===== config.mk =====
export PLATFORM = sky130hd
export DESIGN_NAME = fgen_bank
export DESIGN_NICKNAME = d
export VERILOG_FILES = /design/src/rtl/fgen_pkg.sv /design/src/rtl/fgen_regs.sv /design/src/rtl/fgen_decode.sv /design/src/rtl/fgen_core.sv /design/src/rtl/fgen_bank.sv
export SDC_FILE = /design/constraint.sdc
export NUM_CORES = 1
export LEC_CHECK = 0
export ABC_AREA = 1
export BUFFER_PORTS_ARGS = -buffer_cell sky130_fd_sc_hd__buf_2
export CAP_MARGIN = 20
export CORE_MARGIN = 5
export CORE_UTILIZATION = 30
export CTS_CLUSTER_SIZE = 14
export DETAILED_ROUTE_END_ITERATION = 10
export PLACE_DENSITY = 0.54
export RECOVER_POWER = 25
export SYNTH_ARGS = -nofsm -noshare
export SYNTH_HDL_FRONTEND = slang
export SYNTH_HIERARCHICAL = 1
export SYNTH_SLANG_ARGS = --single-unit

===== constraint.sdc =====
create_clock -name clk -period 1.5 [get_ports clk]
set_input_delay 0.3 -clock clk [delete_from_list [all_inputs] [get_ports clk]]
set_output_delay 0.3 -clock clk [all_outputs]
set_load 0.05 [all_outputs]

===== src/rtl/fgen_pkg.sv =====
package fgen_pkg;
   localparam int FIELD_W      = 10;
   localparam int DIV_W        = 8;
   localparam int CNT_W        = DIV_W + 1;
   localparam int GENS_PER_REG = 3;
   localparam int NUM_SRC      = 3;
   localparam int SRC_W        = 2;
   localparam int SCALE_BIT    = 30;

   // index of a source in the tick vector handed to each core
   typedef enum logic [SRC_W-1:0] {
      SRC_CPU  = 2'd0,
      SRC_AUX  = 2'd1,
      SRC_AUX2 = 2'd2
   } src_idx_e;
endpackage


===== src/rtl/fgen_regs.sv =====
module fgen_regs #(
   parameter int  REG_W    = 32,
   parameter int  NUM_REG  = 2,
   parameter bit  EXTENDED = 1'b1,
   localparam int SEL_W    = (NUM_REG > 1) ? $clog2(NUM_REG) : 1
) (
   input  logic                             clk,
   input  logic                             rst_n,
   input  logic                             wr_en,
   input  logic [SEL_W-1:0]                 wr_sel,
   input  logic [REG_W-1:0]                 wr_data,
   input  logic [SEL_W-1:0]                 rd_sel,
   output logic [REG_W-1:0]                 rd_data,
   output logic [NUM_REG-1:0][REG_W-1:0]    ctrl_q
);
   import fgen_pkg::*;

   localparam int FIELDS_BITS = GENS_PER_REG * FIELD_W;
   localparam logic [REG_W-1:0] FIELD_MASK = REG_W'((64'd1 << FIELDS_BITS) - 64'd1);
   localparam logic [REG_W-1:0] SCALE_MASK = EXTENDED ? REG_W'(64'd1 << SCALE_BIT) : '0;
   localparam logic [REG_W-1:0] KEEP_MASK  = FIELD_MASK | SCALE_MASK;

   if (FIELDS_BITS > SCALE_BIT) begin : g_bad_layout
      $error("fgen_regs: fields overlap the scale bit");
   end

   always_ff @(posedge clk) begin
      if (!rst_n) begin
         ctrl_q <= '0;
      end else if (wr_en) begin
         ctrl_q[wr_sel] <= wr_data & KEEP_MASK;
      end
   end

   assign rd_data = ctrl_q[rd_sel];

   assert_write_lands_R10: assert property (@(posedge clk) disable iff (!rst_n)
      wr_en |=> (rd_sel != $past(wr_sel)) || (rd_data == ($past(wr_data) & KEEP_MASK)));

   assert_hold_without_write_R10: assert property (@(posedge clk) disable iff (!rst_n)
      !wr_en |=> $stable(ctrl_q));
endmodule


===== src/rtl/fgen_decode.sv =====
module fgen_decode #(
   parameter bit EXTENDED = 1'b1
) (
   input  logic [fgen_pkg::FIELD_W-1:0] field,
   input  logic                         scale,
   output logic                         req_en,
   output logic [fgen_pkg::SRC_W-1:0]   req_src,
   output logic [fgen_pkg::CNT_W-1:0]   req_lim
);
   import fgen_pkg::*;

   logic [DIV_W-1:0] n_val;
   logic [CNT_W-1:0] lim_even;
   logic [CNT_W-1:0] lim_unit;

   assign n_val    = field[FIELD_W-1:2];
   assign lim_even = {n_val, 1'b1};   // (N+1)*2 - 1
   assign lim_unit = {1'b0, n_val};   // (N+1)   - 1

   if (EXTENDED) begin : g_ext
      always_comb begin
         req_en  = (field[1:0] != 2'd0);
         req_lim = scale ? lim_unit : lim_even;
         unique case (field[1:0])
            2'd1:    req_src = SRC_AUX2;
            2'd2:    req_src = SRC_CPU;
            2'd3:    req_src = SRC_AUX;
            default: req_src = SRC_CPU;
         endcase
      end
   end else begin : g_leg
      always_comb begin
         req_en  = field[1];
         req_src = field[0] ? SRC_AUX : SRC_CPU;
         req_lim = lim_even;
      end
   end
endmodule


===== src/rtl/fgen_core.sv =====
module fgen_core (
   input  logic                          clk,
   input  logic                          rst_n,
   input  logic [fgen_pkg::NUM_SRC-1:0]  src_ticks,
   input  logic                          req_en,
   input  logic [fgen_pkg::SRC_W-1:0]    req_src,
   input  logic [fgen_pkg::CNT_W-1:0]    req_lim,
   output logic                          tick_o,
   output logic                          wave_o
);
   import fgen_pkg::*;

   logic             act_en;
   logic [SRC_W-1:0] act_src;
   logic [CNT_W-1:0] act_lim;
   logic [CNT_W-1:0] cnt;
   logic             tick_q;
   logic             wave_q;
   logic             sel_tick;
   logic             at_end;

   always_comb begin
      sel_tick = 1'b0;
      for (int s = 0; s < NUM_SRC; s++) begin
         if (act_src == SRC_W'(s)) sel_tick = src_ticks[s];
      end
   end

   assign at_end = (cnt == act_lim);

   always_ff @(posedge clk) begin
      if (!rst_n) begin
         act_en  <= 1'b0;
         act_src <= '0;
         act_lim <= '0;
         cnt     <= '0;
         tick_q  <= 1'b0;
         wave_q  <= 1'b0;
      end else if (!req_en) begin
         act_en <= 1'b0;
         cnt    <= '0;
         tick_q <= 1'b0;
         wave_q <= 1'b0;
      end else if (!act_en) begin
         act_en  <= 1'b1;
         act_src <= req_src;
         act_lim <= req_lim;
         cnt     <= '0;
         tick_q  <= 1'b0;
         wave_q  <= 1'b0;
      end else if (sel_tick && at_end) begin
         cnt     <= '0;
         tick_q  <= 1'b1;
         wave_q  <= ~wave_q;
         act_src <= req_src;
         act_lim <= req_lim;
      end else begin
         if (sel_tick) cnt <= cnt + 1'b1;
         tick_q <= 1'b0;
      end
   end

   assign tick_o = tick_q;
   assign wave_o = wave_q;

   assert_off_is_quiet_R6: assert property (@(posedge clk) disable iff (!rst_n)
      !req_en |=> (!tick_o && !wave_o));

   assert_tick_follows_source_R5: assert property (@(posedge clk) disable iff (!rst_n)
      tick_o |-> $past(sel_tick));

   assert_wave_moves_on_tick_R8: assert property (@(posedge clk) disable iff (!rst_n)
      (!$stable(wave_o) && $past(req_en)) |-> tick_o);

   assert_config_held_mid_period_R7: assert property (@(posedge clk) disable iff (!rst_n)
      ($past(act_en) && $past(req_en) && !($past(sel_tick) && $past(at_end)))
         |-> ($stable(act_lim) && $stable(act_src)));

   assert_count_in_range_R5: assert property (@(posedge clk) disable iff (!rst_n)
      act_en |-> (cnt <= act_lim));
endmodule


===== src/rtl/fgen_bank.sv =====
module fgen_bank #(
   parameter int  NUM_GEN  = 6,
   parameter int  REG_W    = 32,
   parameter bit  EXTENDED = 1'b1,
   localparam int NUM_REG  = NUM_GEN / fgen_pkg::GENS_PER_REG,
   localparam int SEL_W    = (NUM_REG > 1) ? $clog2(NUM_REG) : 1
) (
   input  logic               clk,
   input  logic               rst_n,
   input  logic               wr_en,
   input  logic [SEL_W-1:0]   wr_sel,
   input  logic [REG_W-1:0]   wr_data,
   input  logic [SEL_W-1:0]   rd_sel,
   output logic [REG_W-1:0]   rd_data,
   input  logic               cpu_tick,
   input  logic               aux_tick,
   input  logic               aux2_tick,
   output logic [NUM_GEN-1:0] gen_tick,
   output logic [NUM_GEN-1:0] gen_wave
);
   import fgen_pkg::*;

   if (NUM_GEN % GENS_PER_REG != 0 || NUM_GEN < GENS_PER_REG) begin : g_bad_count
      $error("fgen_bank: generator count must fill whole control words");
   end
   if (REG_W <= SCALE_BIT) begin : g_bad_width
      $error("fgen_bank: control word too narrow for the scale bit");
   end

   logic [NUM_REG-1:0][REG_W-1:0] ctrl_q;
   logic [NUM_SRC-1:0]            src_ticks;

   always_comb begin
      src_ticks           = '0;
      src_ticks[SRC_CPU]  = cpu_tick;
      src_ticks[SRC_AUX]  = aux_tick;
      src_ticks[SRC_AUX2] = aux2_tick;
   end

   fgen_regs #(
      .REG_W    (REG_W),
      .NUM_REG  (NUM_REG),
      .EXTENDED (EXTENDED)
   ) u_regs (
      .clk     (clk),
      .rst_n   (rst_n),
      .wr_en   (wr_en),
      .wr_sel  (wr_sel),
      .wr_data (wr_data),
      .rd_sel  (rd_sel),
      .rd_data (rd_data),
      .ctrl_q  (ctrl_q)
   );

   for (genvar g = 0; g < NUM_GEN; g++) begin : g_gen
      localparam int RIDX = g / GENS_PER_REG;
      localparam int LSB  = (g % GENS_PER_REG) * FIELD_W;

      logic             req_en;
      logic [SRC_W-1:0] req_src;
      logic [CNT_W-1:0] req_lim;

      fgen_decode #(.EXTENDED(EXTENDED)) u_dec (
         .field   (ctrl_q[RIDX][LSB +: FIELD_W]),
         .scale   (ctrl_q[RIDX][SCALE_BIT]),
         .req_en  (req_en),
         .req_src (req_src),
         .req_lim (req_lim)
      );

      fgen_core u_core (
         .clk       (clk),
         .rst_n     (rst_n),
         .src_ticks (src_ticks),
         .req_en    (req_en),
         .req_src   (req_src),
         .req_lim   (req_lim),
         .tick_o    (gen_tick[g]),
         .wave_o    (gen_wave[g])
      );
   end
endmodule


==> results of run 1 <==
cell type report:
type / count / area, um2
fill: 3857 / 22300
multi-input combinational: 1189 / 6200
sequential: 200 / 4200
timing repair buffer: 187 / 1550
inverter: 292 / 1130
tap: 468 / 586
clock buffer: 18 / 429
clock inverter: 12 / 166
flip-flops by register name, indices dropped and copies added (netlist names):
register / flops
g_gen.u_core/act_lim: 54
g_gen.u_core/act_en: 6
g_gen.u_core/tick_o: 6
u_regs/ctrl_q: 62
g_gen.u_core/wave_o: 6
g_gen.u_core/act_src: 12
g_gen.u_core/cnt: 54
routing by layer:
layer  track usage  part of all wire  vias to the layer above
li1              -                 -                     5627
met1         0.185              0.48                     4798
met2         0.233              0.46                      154
met3        0.0316             0.040                       28
met4        0.0361             0.013                        4
met5             0           0.00070                        -
worst max-delay path by stage:
stage / start / to / cells after the start
after CTS: u_regs/ctrl_q[15] / rd_data[15] / 3
after detailed placement: cpu_tick / g_gen[2].u_core/act_src[0] / 10
after floorplan: rd_sel / rd_data[0] / 2
after global routing: u_regs/ctrl_q[3] / rd_data[3] / 4
final: u_regs/ctrl_q[3] / rd_data[3] / 4
after global placement: aux2_tick / g_gen[0].u_core/act_lim[0] / 10
critical path, cell delays in order, from the launching register on:
cell	delay (ns)
dfxtp_2	0.34
inv_2	0.04
o21ai_4	0.14
buf_6	0.13
buf_8	0.13
repair_timing:
item,4_1_cts,5_1_grt
buffers inserted,23,18
pin swaps,16,50
gates cloned,0,14
setup endpoints to repair,67,156
resized for setup,169,195
power groups by stage:
stage                     Clock [uW]  Sequential [uW]  Combinational (uW)
final                           4820             5950                3420
after floorplan                    0             5980                2150
after detailed placement           0             6060                2720
after CTS                       4970             5940                3000
after global placement             0             6050                2690
after global routing            5170             6010                3810
per-stage QoR:
step | worst slack (ns) | cells | hold slack (ns)
CTS | -0.0644 | 2334 | 0.0924
floorplan | -0.341 | 1739 | 0.435
finish | -0.0204 | 2366 | 0.118
global placement | -0.134 | 2281 | 0.479
global route | -0.0828 | 2366 | 0.119
detailed placement | -0.149 | 2281 | 0.482
==> flow_metrics.tcl, run 1 <==
set metrics [dict create \
    status "finished, violations left" \
    violations "setup timing" \
    layout-drive-gt1-share 0.285 \
    cts_tree "done" \
    rsz0062_at_grt "true" \
    portBuffers 81 \
    mostFrequentLayoutCell "nand2_1" \
    io-pin-count 84 \
    place_area_mm2 0.0122 \
    first_global_vias 9733 \
    seqPwrFrac 0.420 \
    synth_warnings 6 \
    hold_class "input pin to flip-flop" \
    hold_path_depth 3 \
    coreArea_mm2 0.0365 \
    r2r-end "g_gen[1].u_core/act_lim[5]" \
    grt_pass1_wl_um 47600 \
    routedWlPerCell_um 12.6 \
    cts_max_path_buffers 2 \
    cts.sinks 200 \
    nets 1933 \
    drt-initial-drc-count 523 \
    cts_hold_buffers 0 \
    power_frac_clock 0.340 \
    ant_nets 0 \
    drc 0 \
    vias_per_cell 4.48 \
    path_clk_slew_ns 0.07 \
    syn-num-nets 1785 \
    p_per_area_mw_per_mm2 996 \
    clock_skew_ns 0.0125 \
    end_kind "primary output" \
    swShare 0.323 \
    die_w_um 202 \
    p_int_uw 9610 \
    drv_cap 0 \
    die_area_mm2 0.0408 \
    clkLatencyLatePin_ns 0.44 \
    reg2reg_from "g_gen[1].u_core/act_lim[5]" \
    initial_core_util 0.302 \
    place.gp.congestion 0.821 \
    finalSetupTns_ns -0.0407 \
    num_vias 10611 \
    comb_power_share 0.241 \
    fin_ws_ns -0.0204 \
    antenna_found_initial 2 \
    min_to "u_regs/ctrl_q[59]" \
    p_leak_uw 0.00625 \
    p_sw_uw 4580 \
    drt-total-wl_um 29800 \
    stdcell_area_mm2 0.0143 \
    cts_max_level 4 \
    layout_common_cells "nand2_1, inv_1, nor2_1" \
    dp_hpwl_um 20700 \
    required_ns 1.20 \
    antennaDiodeCount 0 \
    slew_headroom 0.484 \
    totalPowerFinal_uw 14200 \
    fin_crit_sh 1.01 \
    die_h_um 202 \
    clockRootBuffer "clkbuf_16" \
    num_rows 70 \
    netlist_area_mm2 0.0110 \
    grt_use_total 0.140 \
    crit_fanout 2 \
    drt-pass1-iter-count 5 \
    reg2reg_slack_ns 0.04 \
    hold_viol 0 \
    grt_overflow 0 \
    reg2regPathDepth 11 \
    path_class "flip-flop to primary output" \
    setup_viol 4 \
    drv_slew 0 \
    cts_inserted_buffers 17 \
    vdd_drop_max_mv 0.820 \
    cp.arrival_ns 1.22 \
    grt_max_degree 39 \
    min_period_ns 1.52 \
    syn2layout_area_growth_pct 29.0 \
    final_util 0.390 \
    hp-start "wr_data[27]" \
    timing.fmax_mhz 658 \
    postSynthAreaPerCell_um2 6.35 \
    critPathLaunchType "flip-flop" \
    synthCells 1739 \
    tightest_slew_ns 0.774 \
]
No activity file was read; power rests on OpenSTA's default activity.
==> run 2: changes to the inputs <==
CORE_UTILIZATION = 50   (was 30)
PLACE_DENSITY = 0.76   (was 0.54)
==> run 2 against run 1 <==
Effect of this change: the flow now finishes without violations; first-iteration DRC count rose by 23%; sequential power rose by 0.7%; die area down 38%; cell count down 8.7%; design area is 4.5% lower; non-clock buffer count down 19; sequential cell count unchanged; power shrank 3.3%; largest power group unchanged; highest routed layer unchanged.
==> flow_metrics.tcl, run 2 (synthesis gave the netlist of run 1 again) <==
set metrics [dict create \
    status "completed" \
    p_leak_uw 0.00609 \
    cp.arrival_ns 1.19 \
    grt_overflow 0 \
    nets 1913 \
    timing.fmax_mhz 669 \
    grt_pass1_wl_um 43900 \
    routedWlPerCell_um 13.1 \
    drt-total-wl_um 28300 \
    cts_max_level 4 \
    crit_path_top_delay_cell "dfxtp_4" \
    io-pin-count 84 \
    drv_cap 0 \
    vias_per_cell 5.01 \
    tightest_slew_ns 0.784 \
    place.gp.congestion 0.891 \
    num_rows 54 \
    drt-pass1-iter-count 6 \
    num_vias 10822 \
    cts.sinks 200 \
    layout-drive-gt1-share 0.265 \
    die_h_um 159 \
    min_period_ns 1.49 \
    grt_max_degree 32 \
    end_kind "primary output" \
    clock_skew_ns 0.0149 \
    fillers 1882 \
    cp.buffers_inverters 2 \
    cts_max_path_buffers 2 \
    hold_viol 0 \
    final_util 0.624 \
    path_cells "inv_4 -> o21ai_4 -> buf_6" \
    hold_class "input pin to flip-flop" \
    rsz0062_at_grt "true" \
    cts_inserted_buffers 17 \
    antennaDiodeCount 0 \
    layout_common_cells "nand2_1, inv_1, nor2_1" \
    drt-initial-drc-count 645 \
    initial_core_util 0.506 \
    die_w_um 159 \
    finalSetupTns_ns 0 \
    ant_nets 0 \
    die_area_mm2 0.0252 \
    reg_top3 "u_regs/ctrl_q (62), g_gen.u_core/act_lim (54), g_gen.u_core/cnt (54)" \
    first_global_vias 9559 \
    antenna_found_initial 1 \
    grt_use_total 0.212 \
    setup_viol 0 \
    slew_headroom 0.476 \
    drv_slew 0 \
    cts_hold_buffers 0 \
    max_stage_delay_ns 0.37 \
    crit_fanout 4 \
    clkLatencyLatePin_ns 0.44 \
    vdd_drop_max_mv 0.594 \
    critPathTopFamily "flip-flops" \
    path_class "flip-flop to primary output" \
    largest_reg_flops 62 \
    clockRootBuffer "clkbuf_16" \
    portBuffers 81 \
    mostFrequentLayoutCell "nand2_1" \
    p_per_area_mw_per_mm2 1010 \
    coreArea_mm2 0.0218 \
    dp_hpwl_um 18500 \
    required_ns 1.20 \
    fin_crit_sh 0.996 \
    drc 0 \
    path_clk_slew_ns 0.08 \
    syn2layout_area_growth_pct 23.3 \
    cts_tree "done" \
    largest-register "u_regs/ctrl_q" \
    critPathLaunchType "flip-flop" \
]
## run 2: final cells by class
type,instances,area [um2],area share
inverters,292,1130,0.0831
multi-input cells,1188,6120,0.449
repair buffers,168,1300,0.0957
clock buffers,18,429,0.0315
flip-flops and latches,200,4150,0.305
well taps,280,350,0.0257
clock inverters,14,135,0.00992
## run 2: power breakdown
part           switching (uW)  total (uW)  internal [uW]
logic                    2050        3290           1230
clock network            2240        4450           2210
registers                 331        5990           5660
## run 2: path summary, 6_finish.rpt
| kind | start | end | slack (ns) | cells after the start |
|---|---|---|---|---|
| worst max-delay path | u_regs/ctrl_q[6] | rd_data[6] | 0.006 | 3 |
| worst min-delay path | wr_data[29] | u_regs/ctrl_q[61] | 0.13 | 3 |
| worst max register to register | g_gen[1].u_core/act_src[0] | g_gen[1].u_core/act_lim[1] | 0.05 | 9 |
| worst min register to register | g_gen[5].u_core/wave_o | g_gen[5].u_core/wave_o | 0.48 | 2 |
## run 2: per-layer routing
layer,track usage,vias up,share of wire
met3,0.0391,44,0.051
li1,-,5581,-
met2,0.366,228,0.49
met1,0.276,4967,0.44
met4,0.0479,2,0.016
met5,0,-,0.00046
## run 2: worst min-delay path: stages
cell     delay, ns
buf_2         0.08
o21ai_0       0.07
nor2_1        0.08
## run 2: metrics by stage
step | setup slack, ns | hold slack [ns] | cell area (um2) | instances | total power, uW
after floorplan | -0.341 | 0.435 | 11200 | 1739 | 8130
after global placement | -0.100 | 0.469 | 11800 | 2083 | 8610
after detailed placement | -0.120 | 0.484 | 11800 | 2083 | 8690
after CTS | -0.00246 | 0.0980 | 12900 | 2134 | 13300
after global routing | -0.0783 | 0.120 | 13600 | 2160 | 14400
final | 0.00554 | 0.128 | 13600 | 2160 | 13700
## run 2: what timing repair did
item                                    CTS  global route
resized for setup                       137           176
gates cloned                              0            12
hold endpoints to repair                  0             0
buffers inserted                         19            14
pin swaps                                15            34
endpoints found under the setup margin   54           151
==> run 3: changes to the inputs <==
RECOVER_POWER = 100   (was 25)
==> run 3 against run 2 <==
Effect of this change: power hardly changed; worst setup slack better by 0.0026 ns; combinational power hardly changed; critical endpoint unchanged; sequential power hardly changed; clock-buffer cell count stayed put; design area hardly changed; clock skew is 0.0021 ns higher; register-to-register slack hardly changed.
==> flow_metrics.tcl, run 3 (synthesis gave the netlist of run 1 again) <==
set metrics [dict create \
    status "completed" \
    grt_max_degree 32 \
    clockRootBuffer "clkbuf_16" \
    syn2layout_area_growth_pct 23.2 \
    path_clk_slew_ns 0.08 \
    stdcell_area_mm2 0.0136 \
    grtUsageMet3 0.0391 \
    dp_hpwl_um 18500 \
    io-pin-count 84 \
    coreArea_mm2 0.0218 \
    tightest_slew_ns 0.796 \
    met2_usage 0.366 \
    cp.arrival_ns 1.19 \
    path_class "flip-flop to primary output" \
    reg2reg_from "g_gen[4].u_core/cnt[4]" \
    place.gp.congestion 0.891 \
    num_vias 10795 \
    drt-total-wl_um 28300 \
    cts_hold_buffers 0 \
    cp-endpoint "rd_data[6]" \
    first_global_vias 9559 \
    largest_reg_flops 62 \
    required_ns 1.20 \
    vias_per_cell 5.00 \
    place_area_mm2 0.0118 \
    die_w_um 159 \
    ant_nets 0 \
    cts.sinks 200 \
    p_leak_uw 0.00607 \
    hold_viol 0 \
    cts_tree "done" \
    cts_inserted_buffers 17 \
    fillers 1884 \
    gr-usage-met1 0.276 \
    mostFrequentLayoutCell "nand2_1" \
    min_period_ns 1.49 \
    fin_crit_sh 0.995 \
    path_cells "inv_4 -> o21ai_4 -> buf_6" \
    hold_path_depth 3 \
    largest-register "u_regs/ctrl_q" \
    drc 0 \
    r2r-end "g_gen[4].u_core/wave_o" \
    final_util 0.624 \
    drt-pass1-iter-count 5 \
    critPathLaunchType "flip-flop" \
    drv_slew 0 \
    die_h_um 159 \
    crit_path_top_delay_cell "dfxtp_4" \
    setup_viol 0 \
    reg_top3 "u_regs/ctrl_q (62), g_gen.u_core/act_lim (54), g_gen.u_core/cnt (54)" \
    p_per_area_mw_per_mm2 1010 \
    startpoint "u_regs/ctrl_q[6]" \
    hold_class "input pin to flip-flop" \
    antenna_found_initial 1 \
    clkLatencyLatePin_ns 0.44 \
    reg2regPathDepth 10 \
    drv_cap 0 \
    antennaDiodeCount 0 \
    vdd_drop_max_mv 0.598 \
    grt_overflow 0 \
    rsz0062_at_grt "true" \
    grt_most_used_layer "met2" \
    layout-drive-gt1-share 0.264 \
    grt_pass1_wl_um 43900 \
    nets 1913 \
    cts_max_level 4 \
    grt_use_total 0.212 \
    initial_core_util 0.506 \
    cts_max_path_buffers 2 \
    slew_headroom 0.468 \
    max_stage_delay_ns 0.37 \
    routedWlPerCell_um 13.1 \
    num_rows 54 \
    die_area_mm2 0.0252 \
    clock_skew_ns 0.0170 \
    drt-initial-drc-count 700 \
    end_kind "primary output" \
    timing.fmax_mhz 670 \
    layout_common_cells "nand2_1, inv_1, nor2_1" \
    crit_fanout 4 \
    reg2reg_slack_ns 0.05 \
    portBuffers 81 \
]
## run 3: cell types whose count changed in the layout (fill, tap and decap cells not counted), sizes merged
cell,delta
clkbuf,+1
buf,-1
## run 3: per-stage QoR
step	setup TNS, ns	cells	setup WS (ns)	hold slack (ns)	power (uW)
6_report	0	2160	0.00811	0.124	13700
5_1_grt	-2.74	2160	-0.120	0.120	14400
4_1_cts	-0.00246	2134	-0.00246	0.0980	13300
3_5_place_dp	-7.39	2083	-0.120	0.484	8690
3_3_place_gp	-4.25	2083	-0.100	0.469	8610
2_1_floorplan	-2.89	1739	-0.341	0.435	8130
## run 3: how the worst min path moves through the flow
stage | slack [ns] | end | start
after detailed placement | 0.48 | g_gen[4].u_core/wave_o | g_gen[4].u_core/wave_o
final | 0.12 | u_regs/ctrl_q[61] | wr_data[29]
after global placement | 0.47 | g_gen[4].u_core/wave_o | g_gen[4].u_core/wave_o
after global routing | 0.12 | u_regs/ctrl_q[56] | wr_data[24]
after floorplan | 0.43 | g_gen[0].u_core/act_lim[0] | rst_n
after CTS | 0.1 | u_regs/ctrl_q[61] | wr_data[29]
## run 3: layout make-up
type / instances / area (um2) / area share
clock inverters: 14 / 135 / 0.00993
multi-input cells: 1188 / 6110 / 0.449
flip-flops and latches: 200 / 4150 / 0.305
clock buffers: 18 / 429 / 0.0315
repair buffers: 168 / 1300 / 0.0958
well taps: 280 / 350 / 0.0257
inverters: 292 / 1130 / 0.0831
## run 3: where the power goes
| part | internal (uW) | total (uW) | switching (uW) |
|---|---|---|---|
| clock network | 2210 | 4460 | 2250 |
| logic | 1230 | 3280 | 2050 |
| registers | 5660 | 5990 | 333 |
## run 3: worst max-delay path: cells and delay by family (launching register included)
family | cells | cell delay, ns
buffers and inverters | 2 | 0.22
AO/OA/AOI/OAI | 1 | 0.17
flip-flops | 1 | 0.37
## run 3: per-layer routing
metal / part of all wire / up-vias
met5: 0.00046 / -
met2: 0.49 / 230
met1: 0.44 / 4934
met3: 0.054 / 44
li1: - / 5585
met4: 0.015 / 2
## run 3: what timing repair did
action	CTS	global route
buffers inserted	19	14
endpoints found under the setup margin	54	151
resized for setup	137	176
pin swaps	15	34
cloned	0	12
